$ cat config.mk
export PLATFORM = sky130hd
export DESIGN_NAME = dsc_decide
export DESIGN_NICKNAME = d
export VERILOG_FILES = /design/src/rtl/dsc_decide_pkg.sv /design/src/rtl/dsc_sel_match.sv /design/src/rtl/dsc_policy_gate.sv /design/src/rtl/dsc_ptr_step.sv /design/src/rtl/dsc_decide.sv
export SDC_FILE = /design/constraint.sdc
export NUM_CORES = 1
export LEC_CHECK = 0
export BUFFER_PORTS_ARGS = -buffer_cell sky130_fd_sc_hd__buf_2
export CAP_MARGIN = 20
export CORE_AREA = 2 2 99 101
export CTS_CLUSTER_DIAMETER = 40
export DETAILED_ROUTE_END_ITERATION = 6
export DIE_AREA = 0 0 101 103
export PLACE_DENSITY_LB_ADDON = 0.15
export SYNTH_ARGS = -nofsm -noshare
export SYNTH_HDL_FRONTEND = slang
export SYNTH_SLANG_ARGS = --single-unit
$ cat constraint.sdc
create_clock -name clk -period 1.9 [get_ports clk]
set_input_delay 0.095 -clock clk [delete_from_list [all_inputs] [get_ports clk]]
set_output_delay 0.095 -clock clk [all_outputs]
set_load 0.01 [all_outputs]
$ cat src/rtl/dsc_decide_pkg.sv
package dsc_decide_pkg;
  typedef enum logic [1:0] {
    POL_NEVER  = 2'b00,
    POL_IF_SET = 2'b01,
    POL_IF_CLR = 2'b10,
    POL_ALWAYS = 2'b11
  } pol_e;

  localparam int SEL_W       = 32;
  localparam int SEL_MASK_LO = 16;
  localparam int SEL_VAL_LO  = 0;
  localparam int DESC_BYTES  = 16;
  localparam int N_DECIDE    = 3;
  // decision slots; slot k owns policy bits [2k+1:2k]
  localparam int D_WAIT   = 0;
  localparam int D_BRANCH = 1;
  localparam int D_IRQ    = 2;
endpackage

$ cat src/rtl/dsc_sel_match.sv
module dsc_sel_match #(
  parameter int SW = 4
) (
  input  logic [SW-1:0]                      stat,
  input  logic [dsc_decide_pkg::SEL_W-1:0]   sel,
  output logic                               hit
);
  import dsc_decide_pkg::*;
  logic [SW-1:0] mask, cmpv;
  assign mask = sel[SEL_MASK_LO +: SW];
  assign cmpv = sel[SEL_VAL_LO +: SW];
  assign hit  = ~|((stat ^ cmpv) & mask);
endmodule

$ cat src/rtl/dsc_policy_gate.sv
module dsc_policy_gate (
  input  dsc_decide_pkg::pol_e pol,
  input  logic                 hit,
  output logic                 act
);
  import dsc_decide_pkg::*;
  always_comb begin
    unique case (pol)
      POL_NEVER:  act = 1'b0;
      POL_IF_SET: act = hit;
      POL_IF_CLR: act = ~hit;
      default:    act = 1'b1;
    endcase
  end
endmodule

$ cat src/rtl/dsc_ptr_step.sv
module dsc_ptr_step #(
  parameter int AW   = 32,
  parameter int STEP = 16
) (
  input  logic [AW-1:0] cur,
  input  logic [AW-1:0] target,
  input  logic          take,
  output logic [AW-1:0] nxt
);
  localparam logic [AW-1:0] INC = AW'(STEP);
  assign nxt = take ? target : cur + INC;
endmodule

$ cat src/rtl/dsc_decide.sv
module dsc_decide #(
  parameter int AW = 32,
  parameter int SW = 4
) (
  input  logic                               clk,
  input  logic                               rst_n,
  input  logic                               in_valid,
  output logic                               in_ready,
  input  logic [2*dsc_decide_pkg::N_DECIDE-1:0] pol_bits,
  input  logic [SW-1:0]                      dev_stat,
  input  logic [dsc_decide_pkg::SEL_W-1:0]   irq_sel,
  input  logic [dsc_decide_pkg::SEL_W-1:0]   wait_sel,
  input  logic [dsc_decide_pkg::SEL_W-1:0]   br_sel,
  input  logic [AW-1:0]                      cmd_ptr,
  input  logic [AW-1:0]                      dep_addr,
  output logic                               res_valid,
  input  logic                               res_ready,
  output logic                               res_wait,
  output logic                               res_branch,
  output logic [AW-1:0]                      res_ptr,
  output logic                               irq_pulse,
  output logic                               bt_flag
);
  import dsc_decide_pkg::*;

  logic [SEL_W-1:0]    sel_arr [N_DECIDE];
  logic [N_DECIDE-1:0] hit, act;
  logic                stall, take, fire, accept;
  logic [AW-1:0]       step_ptr;

  assign sel_arr[D_WAIT]   = wait_sel;
  assign sel_arr[D_BRANCH] = br_sel;
  assign sel_arr[D_IRQ]    = irq_sel;

  for (genvar k = 0; k < N_DECIDE; k++) begin : g_dec
    dsc_sel_match #(.SW(SW)) u_match (
      .stat (dev_stat),
      .sel  (sel_arr[k]),
      .hit  (hit[k])
    );
    dsc_policy_gate u_gate (
      .pol (pol_e'(pol_bits[2*k +: 2])),
      .hit (hit[k]),
      .act (act[k])
    );
  end

  assign stall = act[D_WAIT];
  assign take  = act[D_BRANCH] & ~stall;
  assign fire  = act[D_IRQ] & ~stall;

  dsc_ptr_step #(.AW(AW), .STEP(DESC_BYTES)) u_step (
    .cur    (cmd_ptr),
    .target (dep_addr),
    .take   (take),
    .nxt    (step_ptr)
  );

  assign in_ready = ~res_valid | res_ready;
  assign accept   = in_valid & in_ready;

  always_ff @(posedge clk) begin
    if (!rst_n) begin
      res_valid  <= 1'b0;
      res_wait   <= 1'b0;
      res_branch <= 1'b0;
      res_ptr    <= '0;
      irq_pulse  <= 1'b0;
      bt_flag    <= 1'b0;
    end else begin
      irq_pulse <= accept & fire;
      if (accept) begin
        res_valid  <= 1'b1;
        res_wait   <= stall;
        res_branch <= take;
        res_ptr    <= stall ? cmd_ptr : step_ptr;
        if (!stall) bt_flag <= take;
      end else if (res_ready) begin
        res_valid <= 1'b0;
      end
    end
  end
endmodule

; After elaboration in Yosys (flattened, before gate mapping)
; Cells that the tools add are included.
[totals]
reg_bits = 37
in_bits = 174
output_inout_bits = 38
elab_cells = 44
[op_classes]
add_sub_neg = 1
n_eq_ne = 6
mux = 7
bitwise = 13
reduce_logical = 11
[ops]
columns = cell, n
row1 = two-way mux 32 bit, 2
row2 = "adder 32 x 5 -> 32 bit, second input constant", 1
row3 = AND 4 bit, 3
row4 = OR reduction 4 bit, 3
row5 = bitwise XOR 4 bit, 3
row6 = case mux 1 bit (3 select lines), 3
row7 = "== test 2 x 1 -> 1 bit, second input constant", 3
row8 = "== test 2 bit, second input constant", 3
row9 = logical NOT 2 bit, 3
row10 = AND 1 bit, 4
row11 = logical NOT 1 bit, 3
row12 = two-way mux 1 bit, 2
row13 = NOT 1 bit, 2
row14 = AND reduction 2 bit, 1
row15 = nonzero test 2 bit, 1
row16 = bitwise OR 1 bit, 1

; Logic depth before layout (Yosys ltp)
[depth]
word_depth = 9
mapped_depth = 7
ltp_nobuf = 7

; Cells and area by module
; From an unflattened synthesis, not the netlist that was laid out.
[hier_totals]
hier_cells = 304
hier_area_um2 = 2730.1
[modules_own_cells]
columns = mod, instances, cells_per_inst, area_each_um2, seq_area_each_um2
row1 = dsc_decide, 1, 129, 1606.5, 740.7
row2 = dsc_ptr_step, 1, 154, 902.1, 0.0
row3 = dsc_sel_match, 3, 6, 58.8, 0.0
row4 = dsc_policy_gate, 3, 1, 15.0, 0.0

; Least setup slack after synthesis
; No wires, ideal clock.
[synth_timing]
kind = in2reg
startpoint = input port cmd_ptr[15]
endpoint = register res_ptr[29]
setup_time_ps = 70
t_arrival_ps = 1531
required_ps = 1830
path_slack_ps = 299
stages = 7
path_buffers = 1
cell_sequence = buf_4 > nand4_1 > nor4_4 > nand4_1 > xor2_1 > a211o_1 > a21oi_1
[synth_between]
elab_chain_cells = 3
[synth_rtl]
columns = item, line_no
row1 = from (decl), dsc_decide.sv:14  ; input logic [AW-1:0] cmd_ptr,
row2 = adder 32 x 5 -> 32 bit, dsc_ptr_step.sv:11  ; assign nxt = take ? target : cur + INC;
row3 = two-way mux 32 bit, dsc_ptr_step.sv:11
row4 = two-way mux 32 bit, dsc_decide.sv:76  ; res_ptr <= stall ? cmd_ptr : step_ptr;
row5 = to (signal assigned), dsc_decide.sv:76
row6 = to (decl), dsc_decide.sv:20  ; output logic [AW-1:0] res_ptr,
; Every way passes these cells.
; A chain may end at the register's enable or synchronous reset.

; Worst setup path in the final report
[layout_timing]
startpoint = input port dev_stat[2]
endpoint = register res_ptr[14]
[layout_between]
elab_chain_cells = 9
word_cells_on_any_way = 14
classes_between = 4 x mux / 6 x bitwise / 4 x reduce/logical
[layout_rtl]
columns = item, line_no
row1 = from (decl), dsc_decide.sv:10  ; input logic [SW-1:0] dev_stat,
row2 = bitwise XOR 4 bit, dsc_sel_match.sv:12  ; assign hit = ~|((stat ^ cmpv) & mask);
row3 = AND 4 bit, dsc_sel_match.sv:12
row4 = OR reduction 4 bit, dsc_sel_match.sv:12
row5 = logical NOT 1 bit, dsc_sel_match.sv:12
row6 = case mux 1 bit (3 select lines), dsc_policy_gate.sv:8  ; unique case (pol)
row7 = NOT 1 bit (no source line), -
row8 = AND 1 bit, dsc_decide.sv:49  ; assign take = act[D_BRANCH] & ~stall;
row9 = two-way mux 32 bit, dsc_ptr_step.sv:11
row10 = two-way mux 32 bit (*), dsc_decide.sv:76
; Mark *: on every way between the ends. The rest lies on a longest branch, timed or not.

==> impl_metrics.csv <==
group,metric,value,unit
synthesis,syn_inst,356,
clock_tree,tritoncts,"yes",
routing,drc,0,
timing,relSlewSlack,0.678,
flow_run,max_cap_viol_count,0,
routing,first_pass_iters,4,
global_routing,antenna_found_initial,1,
synthesis,yosys.area_share.simple,0.220,
routing,initialDrtViolationCount,125,
die,die_area,10400,um2
routing,ant_nets,0,
die,rows,36,
timing,period_share,0.838,
synthesis,synth_xor_area_frac,0.0858,
clock_tree,clockRootBuffer,"clkbuf_8",
clock_tree,cts_buffers,5,
synthesis,synthAdderAreaFrac,0.00456,
pwr,irDropWorstVdd,0.242,mV
worst_setup_path,cpMaxStageDelayCell,"or4_1",
clock_tree,cts_hold_buf,0,
synthesis,synth_compound_area_frac,0.350,
timing,rsz0062_at_grt,"no",
worst_setup_path,required,2.11,ns
timing,fmax,628,MHz
global_routing,grt.overflow.total,0,
worst_setup_path,critPathLaunchType,"input port",
layout,area_growth,38.7,%
synthesis,ys_types,57,
global_routing,grt_pass1_wl,15800,um
placed_design,place_congestion,0.812,
global_routing,grt_max_degree,34,
die,initial_core_util,0.290,
pwr,power.total,0.00247,W
routing,wl_per_cell,16.8,um
synthesis,ys_ff_latch,37,
layout,final_cell_mix,"buf_2 (139), a21oi_1 (55), dfxtp_1 (37)",
clock_tree,insertion_delay,0.29,ns
outcome,status,"finished clean",
worst_setup_path,max_stage_delay,0.47,ns
pwr,p_leak,1.67,nW
worst_setup_path,critPathCaptureType,"flip-flop",
worst_setup_path,arrival,1.80,ns
die,die_x,101,um
global_routing,grt_usage,0.190,
synthesis,synth_area,2740,um2
timing,drv_slew,0,
placed_design,io_buffer_count,139,
layout,diodes,0,
pwr,power_density,649,nW/um2
worst_setup_path,crit_fanout,14,
routing,wl,10400,um
placed_design,post-dp-hpwl,7620,um
synthesis,synthMuxAreaShare,0.0114,
worst_setup_path,crit_start,"dev_stat[2]",
worst_setup_path,cp_cell_sequence,"buf_2 > xor2_1 > a22oi_2 > a21boi_1 > buf_4 > or4_1 > a211o_1 > o211ai_1",
layout,fin_nets,676,
routing,vias,3345,
worst_setup_path,critPathKind,"in -> reg",
timing,worst_pin_slew,0.483,ns
synthesis,synth.avg_cell_area,7.70,um2
worst_setup_path,path_delay_family,"compound AO/OA/AOI/OAI gates",
synthesis,synth-edff-count,0,
synthesis,synth_top_family_by_area,"compound AO/OA/AOI/OAI gates",
clock_tree,cts_buffer_depth,2,
synthesis,yosys_warnings,0,
timing,hold_violations,0,
global_routing,grt_pass1_vias,3192,
timing,final.min_clock_period,1.59,ns
clock_tree,cts-resized-gates,0,
clock_tree,post-cts-setup-buffers,0,
worst_setup_path,reg2reg_from,"res_valid",
die,die-height,103,um
timing,setup_viol,0,
timing,fin_setup_tns,0,ns
worst_setup_path,crit_buf_inv,2,
synthesis,synthFlopType,"dfxtp_1",
synthesis,async_reset_ff_frac,0,
synthesis,synthesis.nets,531,
layout,fillers,1021,
die,coreArea,9460,um2
clock_tree,clk_pin_slew,0.08,ns
die,io_pins,212,
layout,final_common_cell,"buf_2",
worst_hold_path,worstHoldStart,"in_valid",
routing,via_per_inst,5.43,
synthesis,synth.yosys.seq_area_share,0.270,
clock_tree,htree_levels,2,
timing,finClkSkew,0.00869,ns
worst_hold_path,min_path_type,"in -> reg",
layout,drive_gt1_frac,0.365,
clock_tree,clock_sinks,37,
[cells by family (layout without fill, tap and decap cells)]
logic type	after synthesis	in the layout
compound gates	151	151
simple gates	109	109
flops	37	37
fa+ha+maj	1	1
xor+xnor	26	26
buf+inv	29	175
mux	3	3
[area by class of cell]
| class | count | area (um2) | area share |
|---|---|---|---|
| multi-input combinational | 290 | 1850 | 0.486 |
| sequential | 37 | 741 | 0.195 |
| inverter | 3 | 11.3 | 0.00296 |
| clock inverter | 1 | 30.0 | 0.00789 |
| timing repair buffer | 164 | 946 | 0.249 |
| clock buffer | 7 | 86.3 | 0.0227 |
| tap | 114 | 143 | 0.0375 |
[path summary, 6_finish.rpt]
path	endpoint	slack, ns	cells after the start
setup reg to reg	res_ptr[23]	0.43	5
setup / recovery	res_ptr[14]	0.31	8
hold / removal	res_valid	0.05	3
hold reg to reg	res_branch	0.46	2
[metal layers]
metal	wire length, um	vias to the layer above	part of all wire	global-route usage
li1	-	1653	-	-
met1	4580	1555	0.44	0.245
met2	4950	133	0.48	0.334
met3	772	4	0.075	0.0366
met4	48	0	0.0046	0.0322
met5	0	-	0	0
[Yosys cell counts, types with 4 or more instances]
cell       n  area share
a21oi_1   55        0.10
dfxtp_1   37        0.27
nand3_1   31       0.057
o21ai_0   31       0.057
nand2_1   25       0.034
xor2_1    21       0.067
clkbuf_1  14       0.019
a211o_1   11       0.035
nand4_1   11       0.025
a21o_1     8       0.022
nor2_1     7      0.0096
buf_2      6       0.011
nor4_1     6       0.014
o211ai_1   6       0.016
a211oi_1   5       0.014
a31oi_1    5       0.011
buf_6      5       0.021
nor3_1     5      0.0091
o31ai_1    5       0.014
a32o_1     4       0.015
and3_1     4      0.0091
and4_1     4       0.013
or4_1      4       0.011
xnor2_1    4       0.013
[report_power, final]
part           internal, W  total (W)  switching [W]  leakage [nW]
Clock             0.000429   0.000737       0.000308        0.0585
Combinational     0.000377   0.000853       0.000476          1.31
Sequential        0.000846   0.000877      0.0000313         0.306
Total              0.00165    0.00247       0.000815          1.67
[tightest hold or removal path: stages]
cell and delay, ns:
buf_2 0.11, inv_1 0.04, a21oi_1 0.05
[flip-flops by register name, indices dropped and copies added (netlist names)]
register / flops
res_branch: 1
irq_pulse: 1
res_wait: 1
res_valid: 1
res_ptr: 32
bt_flag: 1
[stage by stage]
step                std cells  cell area [um2]  utilization  hold WS, ns  worst slack, ns
floorplan                 356             2740            -        0.224            0.299
global placement          608             3690        0.390        0.350           0.0189
detailed placement        608             3690        0.390        0.355           0.0161
CTS                       616             3800        0.402       0.0412            0.304
global route              616             3800        0.402       0.0445            0.193
finish                    616             3800        0.402       0.0457            0.309
Power figures use the tool's default switching activity.
